**src/rtl/hrs_pkg.sv**
```systemverilog
package hrs_pkg;

   typedef enum logic [1:0] {
      RATIO_X1 = 2'd0,
      RATIO_X2 = 2'd1,
      RATIO_X4 = 2'd2,
      RATIO_X8 = 2'd3
   } ratio_code_e;

   // Narrow-bus code for a flag pair; compression dominates encryption.
   function automatic ratio_code_e narrow_code(input logic enc, input logic cmp);
      if (cmp)
         return RATIO_X4;
      else if (enc)
         return RATIO_X2;
      else
         return RATIO_X1;
   endfunction

endpackage

```
**src/rtl/hrs_word_idx.sv**
```systemverilog
module hrs_word_idx #(
   parameter int ENC_IDX = 69,
   parameter int CMP_IDX = 229,
   localparam int CNT_MAX = CMP_IDX + 1,
   localparam int CNT_W   = $clog2(CNT_MAX + 1)
) (
   input  logic clk,
   input  logic rst_n,
   input  logic hs,
   input  logic last,
   output logic first,
   output logic at_enc,
   output logic at_cmp,
   output logic short_end
);

   logic [CNT_W-1:0] cnt_q;

   assign first     = (cnt_q == '0);
   assign at_enc    = (cnt_q == CNT_W'(ENC_IDX));
   assign at_cmp    = (cnt_q == CNT_W'(CMP_IDX));
   assign short_end = hs & last & (cnt_q < CNT_W'(CMP_IDX));

   always_ff @(posedge clk or negedge rst_n) begin
      if (!rst_n) begin
         cnt_q <= '0;
      end else if (hs) begin
         if (last)
            cnt_q <= '0;
         else if (cnt_q != CNT_W'(CNT_MAX))
            cnt_q <= cnt_q + 1'b1;
      end
   end

endmodule

```
**src/rtl/hrs_flag_grab.sv**
```systemverilog
module hrs_flag_grab #(
   parameter int ENC_W          = 2,
   parameter bit CMP_ACTIVE_LOW = 1'b1
) (
   input  logic             clk,
   input  logic             rst_n,
   input  logic             enc_load,
   input  logic [ENC_W-1:0] enc_field,
   input  logic             cmp_raw,
   output logic             enc_flag,
   output logic             cmp_flag
);

   always_ff @(posedge clk or negedge rst_n) begin
      if (!rst_n)
         enc_flag <= 1'b0;
      else if (enc_load)
         enc_flag <= |enc_field;
   end

   generate
      if (CMP_ACTIVE_LOW) begin : g_cmp_low
         assign cmp_flag = ~cmp_raw;
      end else begin : g_cmp_high
         assign cmp_flag = cmp_raw;
      end
   endgenerate

endmodule

```
**src/rtl/hrs_ratio_enc.sv**
```systemverilog
module hrs_ratio_enc
   import hrs_pkg::*;
#(
   parameter int MAP_STYLE = 0
) (
   input  logic        enc,
   input  logic        cmp,
   input  logic        wide,
   output ratio_code_e code
);

   generate
      if (MAP_STYLE == 0) begin : g_bump
         // Narrow code, raised one step on the wide bus when any flag is set.
         ratio_code_e base;
         always_comb begin
            base = narrow_code(enc, cmp);
            if (wide && (enc || cmp))
               code = ratio_code_e'(base + 2'd1);
            else
               code = base;
         end
      end else begin : g_table
         always_comb begin
            unique case ({wide, cmp, enc})
               3'b000:          code = RATIO_X1;
               3'b001:          code = RATIO_X2;
               3'b010, 3'b011:  code = RATIO_X4;
               3'b100:          code = RATIO_X1;
               3'b101:          code = RATIO_X4;
               default:         code = RATIO_X8;
            endcase
         end
      end
   endgenerate

endmodule

```
**src/rtl/hdr_ratio_sniffer.sv**
```systemverilog
module hdr_ratio_sniffer
   import hrs_pkg::*;
#(
   parameter int DATA_W    = 32,
   parameter int ENC_IDX   = 69,
   parameter int ENC_LSB   = 2,
   parameter int ENC_W     = 2,
   parameter int CMP_IDX   = 229,
   parameter int CMP_BIT   = 1,
   parameter int MAP_STYLE = 0,
   localparam int ENC_MSB  = ENC_LSB + ENC_W - 1
) (
   input  logic              clk,
   input  logic              rst_n,
   input  logic              wide_sel_i,
   input  logic              s_valid_i,
   output logic              s_ready_o,
   input  logic [DATA_W-1:0] s_data_i,
   input  logic              s_last_i,
   output logic              m_valid_o,
   input  logic              m_ready_i,
   output logic [DATA_W-1:0] m_data_o,
   output logic              m_last_o,
   output logic [1:0]        ratio_code_o,
   output logic              ratio_vld_o,
   output logic              hdr_err_o,
   output logic              cfg_wide_o
);

   generate
      if (DATA_W < 32) begin : g_bad_width
         $error("hdr_ratio_sniffer: DATA_W must be at least 32");
      end
      if (ENC_IDX >= CMP_IDX) begin : g_bad_order
         $error("hdr_ratio_sniffer: ENC_IDX must precede CMP_IDX");
      end
      if (ENC_MSB >= DATA_W || CMP_BIT >= DATA_W) begin : g_bad_field
         $error("hdr_ratio_sniffer: flag field outside word");
      end
      if (MAP_STYLE < 0 || MAP_STYLE > 1) begin : g_bad_map
         $error("hdr_ratio_sniffer: MAP_STYLE must be 0 or 1");
      end
   endgenerate

   // Straight pass-through: the snooper never stalls.
   assign m_valid_o = s_valid_i;
   assign m_data_o  = s_data_i;
   assign m_last_o  = s_last_i;
   assign s_ready_o = m_ready_i;

   logic hs;
   assign hs = s_valid_i & m_ready_i;

   logic first, at_enc, at_cmp, short_end;

   hrs_word_idx #(
      .ENC_IDX (ENC_IDX),
      .CMP_IDX (CMP_IDX)
   ) u_idx (
      .clk       (clk),
      .rst_n     (rst_n),
      .hs        (hs),
      .last      (s_last_i),
      .first     (first),
      .at_enc    (at_enc),
      .at_cmp    (at_cmp),
      .short_end (short_end)
   );

   logic enc_flag, cmp_flag;

   hrs_flag_grab #(
      .ENC_W          (ENC_W),
      .CMP_ACTIVE_LOW (1'b1)
   ) u_flags (
      .clk       (clk),
      .rst_n     (rst_n),
      .enc_load  (hs & at_enc),
      .enc_field (s_data_i[ENC_MSB:ENC_LSB]),
      .cmp_raw   (s_data_i[CMP_BIT]),
      .enc_flag  (enc_flag),
      .cmp_flag  (cmp_flag)
   );

   ratio_code_e code_nxt;

   hrs_ratio_enc #(
      .MAP_STYLE (MAP_STYLE)
   ) u_enc (
      .enc  (enc_flag),
      .cmp  (cmp_flag),
      .wide (wide_sel_i),
      .code (code_nxt)
   );

   ratio_code_e code_q;
   logic        vld_q, err_q, wide_q;

   always_ff @(posedge clk or negedge rst_n) begin
      if (!rst_n) begin
         code_q <= RATIO_X1;
         vld_q  <= 1'b0;
         err_q  <= 1'b0;
         wide_q <= 1'b0;
      end else if (hs) begin
         if (first) begin
            code_q <= RATIO_X1;
            vld_q  <= 1'b0;
            err_q  <= 1'b0;
         end
         if (at_cmp) begin
            code_q <= code_nxt;
            vld_q  <= 1'b1;
            wide_q <= wide_sel_i;
         end
         if (short_end)
            err_q <= 1'b1;
      end
   end

   assign ratio_code_o = code_q;
   assign ratio_vld_o  = vld_q;
   assign hdr_err_o    = err_q;
   assign cfg_wide_o   = wide_q;

endmodule

```
**config.mk**
```make
export PLATFORM = sky130hd
export DESIGN_NAME = hdr_ratio_sniffer
export DESIGN_NICKNAME = d
export VERILOG_FILES = /design/src/rtl/hrs_pkg.sv /design/src/rtl/hrs_word_idx.sv /design/src/rtl/hrs_flag_grab.sv /design/src/rtl/hrs_ratio_enc.sv /design/src/rtl/hdr_ratio_sniffer.sv
export SDC_FILE = /design/constraint.sdc
export NUM_CORES = 1
export LEC_CHECK = 0
export BUFFER_PORTS_ARGS = -buffer_cell sky130_fd_sc_hd__buf_4
export CAP_MARGIN = 20
export CORE_AREA = 2 2 54 66
export CTS_BUF_LIST = sky130_fd_sc_hd__clkbuf_4 sky130_fd_sc_hd__clkbuf_8 sky130_fd_sc_hd__clkbuf_16
export DETAILED_ROUTE_END_ITERATION = 10
export DIE_AREA = 0 0 56 68
export PLACE_DENSITY = 0.83
export SKIP_CTS_REPAIR_TIMING = 1
export SLEW_MARGIN = 40
export SYNTH_ARGS = -nofsm -noshare
export SYNTH_HDL_FRONTEND = slang
export SYNTH_SLANG_ARGS = --single-unit
```
**constraint.sdc**
```tcl
create_clock -name clk -period 1.3 [get_ports clk]
set_input_delay 0.26 -clock clk [delete_from_list [all_inputs] [get_ports clk]]
set_output_delay 0.26 -clock clk [all_outputs]
set_load 0.05 [all_outputs]
```
==> results.ini <==
[floorplanning]
die_x_um=56
row_count=23
die_area_um2=3810
coreArea_um2=3220
io-pin-count=78
die_h_um=68
start_util_pct=35.0

[logic_synthesis]
synthAdderAreaFrac_pct=5.55
synth-seq-cells=14
synthCells=120
syn_area_um2=1130
synth_area_per_cell_um2=9.39
yosys_warnings=0
syn_nets=163
synthMuxAreaShare_pct=7.77
synth_cell_types=33
synth_top_area_share_pct=31.1
synthSimpleGateAreaFrac_pct=17.4
synth.largest_area_cell=dfrtp_1
synth_compound_gate_area_share_pct=12.1
synth_top_family_by_area=buffers and inverters
ys_seq_area_share_pct=31.1
netlist_top_cells_area=dfrtp_1, buf_4, ha_1
yosys.area_share.xor_xnor_pct=0

[pwr]
switching_power_mw=0.435
combPwrFrac_pct=29.9
leakagePower_nw=0.651
peakVddDrop_mv=0.541
swShare_pct=32.2
power_frac_clock_pct=32.1
power_density_nw_per_um2=1010
intPower_mw=0.918
seq_power_share_pct=37.9

[timing]
fin_setup_tns_ns=-0.659
slew_viol_final=0
setup_violations=10
tightest_slew_ns=0.282
max_freq_mhz=720
period_needed_ns=1.39
rsz0062_at_grt=true
fin_worst_skew_ns=0.00197
slew_headroom_pct=80.9
finalCritPeriodShare_pct=107
fin_ws_ns=-0.0892
hold_viol=0

[setup_path]
worstSetupStartpointType=flop
cp.buffers_inverters=0
critical_path_class=flop to flop
slowest_delay_ns=0.46
cp-end-kind=flop
cp_max_fo=5
cp.arrival_ns=1.56
crit_slowest_cell=dfrtp_2
cp_cell_sequence=ha_2 > and3_1 > and3_4 > o21ai_2 > o2bb2ai_2
crit_family=flip-flops
cp.required_ns=1.47

[finish]
final_cell_mix=buf_4, nand2_1, dfrtp_1
seqCellArea_um2=355
stdcell_count=160
final_common_cell=buf_4
area_growth_pct=19.0
drive_above_1_share_pct=56.9
fill_cells=308
antenna_cells=0
final_nets=167
multi_input_area_um2=577

[place]
dp_cells=153
portBuffers=19
place_congestion=0.908
hpwl_um=1830

[global_routing]
met1_usage_pct=12.3
busiest_layer=met2
grt_usage_pct=12.7
grt_pass1_vias=838
grt_pass1_wl_um=3770
grtUsageMet2_pct=25.0
grtUsageMet3_pct=2.65
antenna_found_initial=0
grt_max_degree=15
gr-total-overflow=0

[detailed_routing]
wl_um=2410
viasPerCell=5.20
drt_iter0_drc=26
first_pass_iters=4
drcViolationCount=0
vias=832
wl_per_cell_um=15.0
antenna_left=0

[clocking]
path_clk_slew_ns=0.06
cts_made_buffers=3
tritoncts=done
clk_latency_ns=0.25
h-tree-depth=1
clock_sinks=14
cts-root-buf=clkbuf_8
clock_path_buffers=2

[min_path]
min_path_type=input pin to flop

[outcome]
outcome=finished, violations left
failed_checks=negative setup slack

[job]
cap_violations=0

## metrics by stage
stage / util (%) / hold slack [ns] / setup slack, ns / cell area [um2] / total power [mW]
3_5_place_dp: 36.1 / 0.121 / -0.187 / 1160 / 0.847
4_1_cts: 37.8 / -0.145 / -0.198 / 1220 / 1.28
6_report: 41.6 / 0.260 / -0.0892 / 1340 / 1.35
5_1_grt: 41.6 / 0.271 / -0.139 / 1340 / 1.41
2_1_floorplan: - / -0.0356 / -0.0243 / 1140 / 0.962
3_3_place_gp: 36.1 / 0.116 / -0.0917 / 1160 / 0.825
## power groups by stage
stage	Combinational (mW)	Clock [mW]	Sequential [mW]
finish	0.405	0.435	0.513
global route	0.433	0.456	0.518
CTS	0.340	0.439	0.502
detailed placement	0.337	0	0.509
global placement	0.321	0	0.504
floorplan	0.430	0	0.532
## logic make-up (layout without fill, tap and decap cells)
family          count (synthesis)  in the layout
simple gates                   35             35
compound gates                 16             16
flops                          14             14
mux                             8              8
fa+ha+maj                       5              5
buf+inv                        42             45
## worst reg2reg max path, stage by stage (launching register included)
cell and delay (ns):
dfrtp_2 0.46, ha_2 0.19, and3_1 0.20, and3_4 0.19, o21ai_2 0.15, o2bb2ai_2 0.11
## path summary, 6_finish.rpt
kind | to | slack (ns) | from | cells past startpoint
max | u_idx.cnt_q[6] | -0.09 | u_idx.cnt_q[1] | 5
min | cfg_wide_o | 0.26 | wide_sel_i | 2
max reg2reg | u_idx.cnt_q[6] | -0.09 | u_idx.cnt_q[1] | 5
min reg2reg | ratio_vld_o | 0.49 | ratio_vld_o | 2
max in group asynchronous | u_idx.cnt_q[6] | 0.72 | rst_n | 2
min in group asynchronous | u_idx.cnt_q[4] | 0.39 | rst_n | 2
## cell usage after synthesis, drive strengths merged
cell     count
nand4        2
nor2         2
nand2       13
dfrtp       14
and2         2
a21oi        2
o31ai        2
a32o         1
and3         4
nor4         1
o21ai        6
buf         37
mux2i        5
o2bb2ai      1
nor3         1
and4b        1
a31o         1
o311ai       1
mux2         3
clkbuf       1
nand2b       1
nand3        5
ha           5
nor4b        1
inv          4
a21boi       1
a41oi        1
nor2b        2
## registers in the layout (all words and copies together) (netlist names)
signal,cells
u_flags.enc_flag,1
ratio_code_o,2
cfg_wide_o,1
u_idx.cnt_q,8
hdr_err_o,1
ratio_vld_o,1
## layout make-up
type,instances,area share (%)
inverters,4,1.49
well taps,37,3.45
flip-flops and latches,14,26.5
repair buffers,37,21.5
clock buffers,4,4.10
multi-input cells,64,43.0
## metal layers
metal | vias to the layer above | share of wire (%)
met2 | 26 | 56
met4 | 0 | 2.1
met3 | 8 | 6.6
li1 | 383 | -
met1 | 415 | 36
met5 | - | 0
No activity file was read; power rests on OpenSTA's default activity.
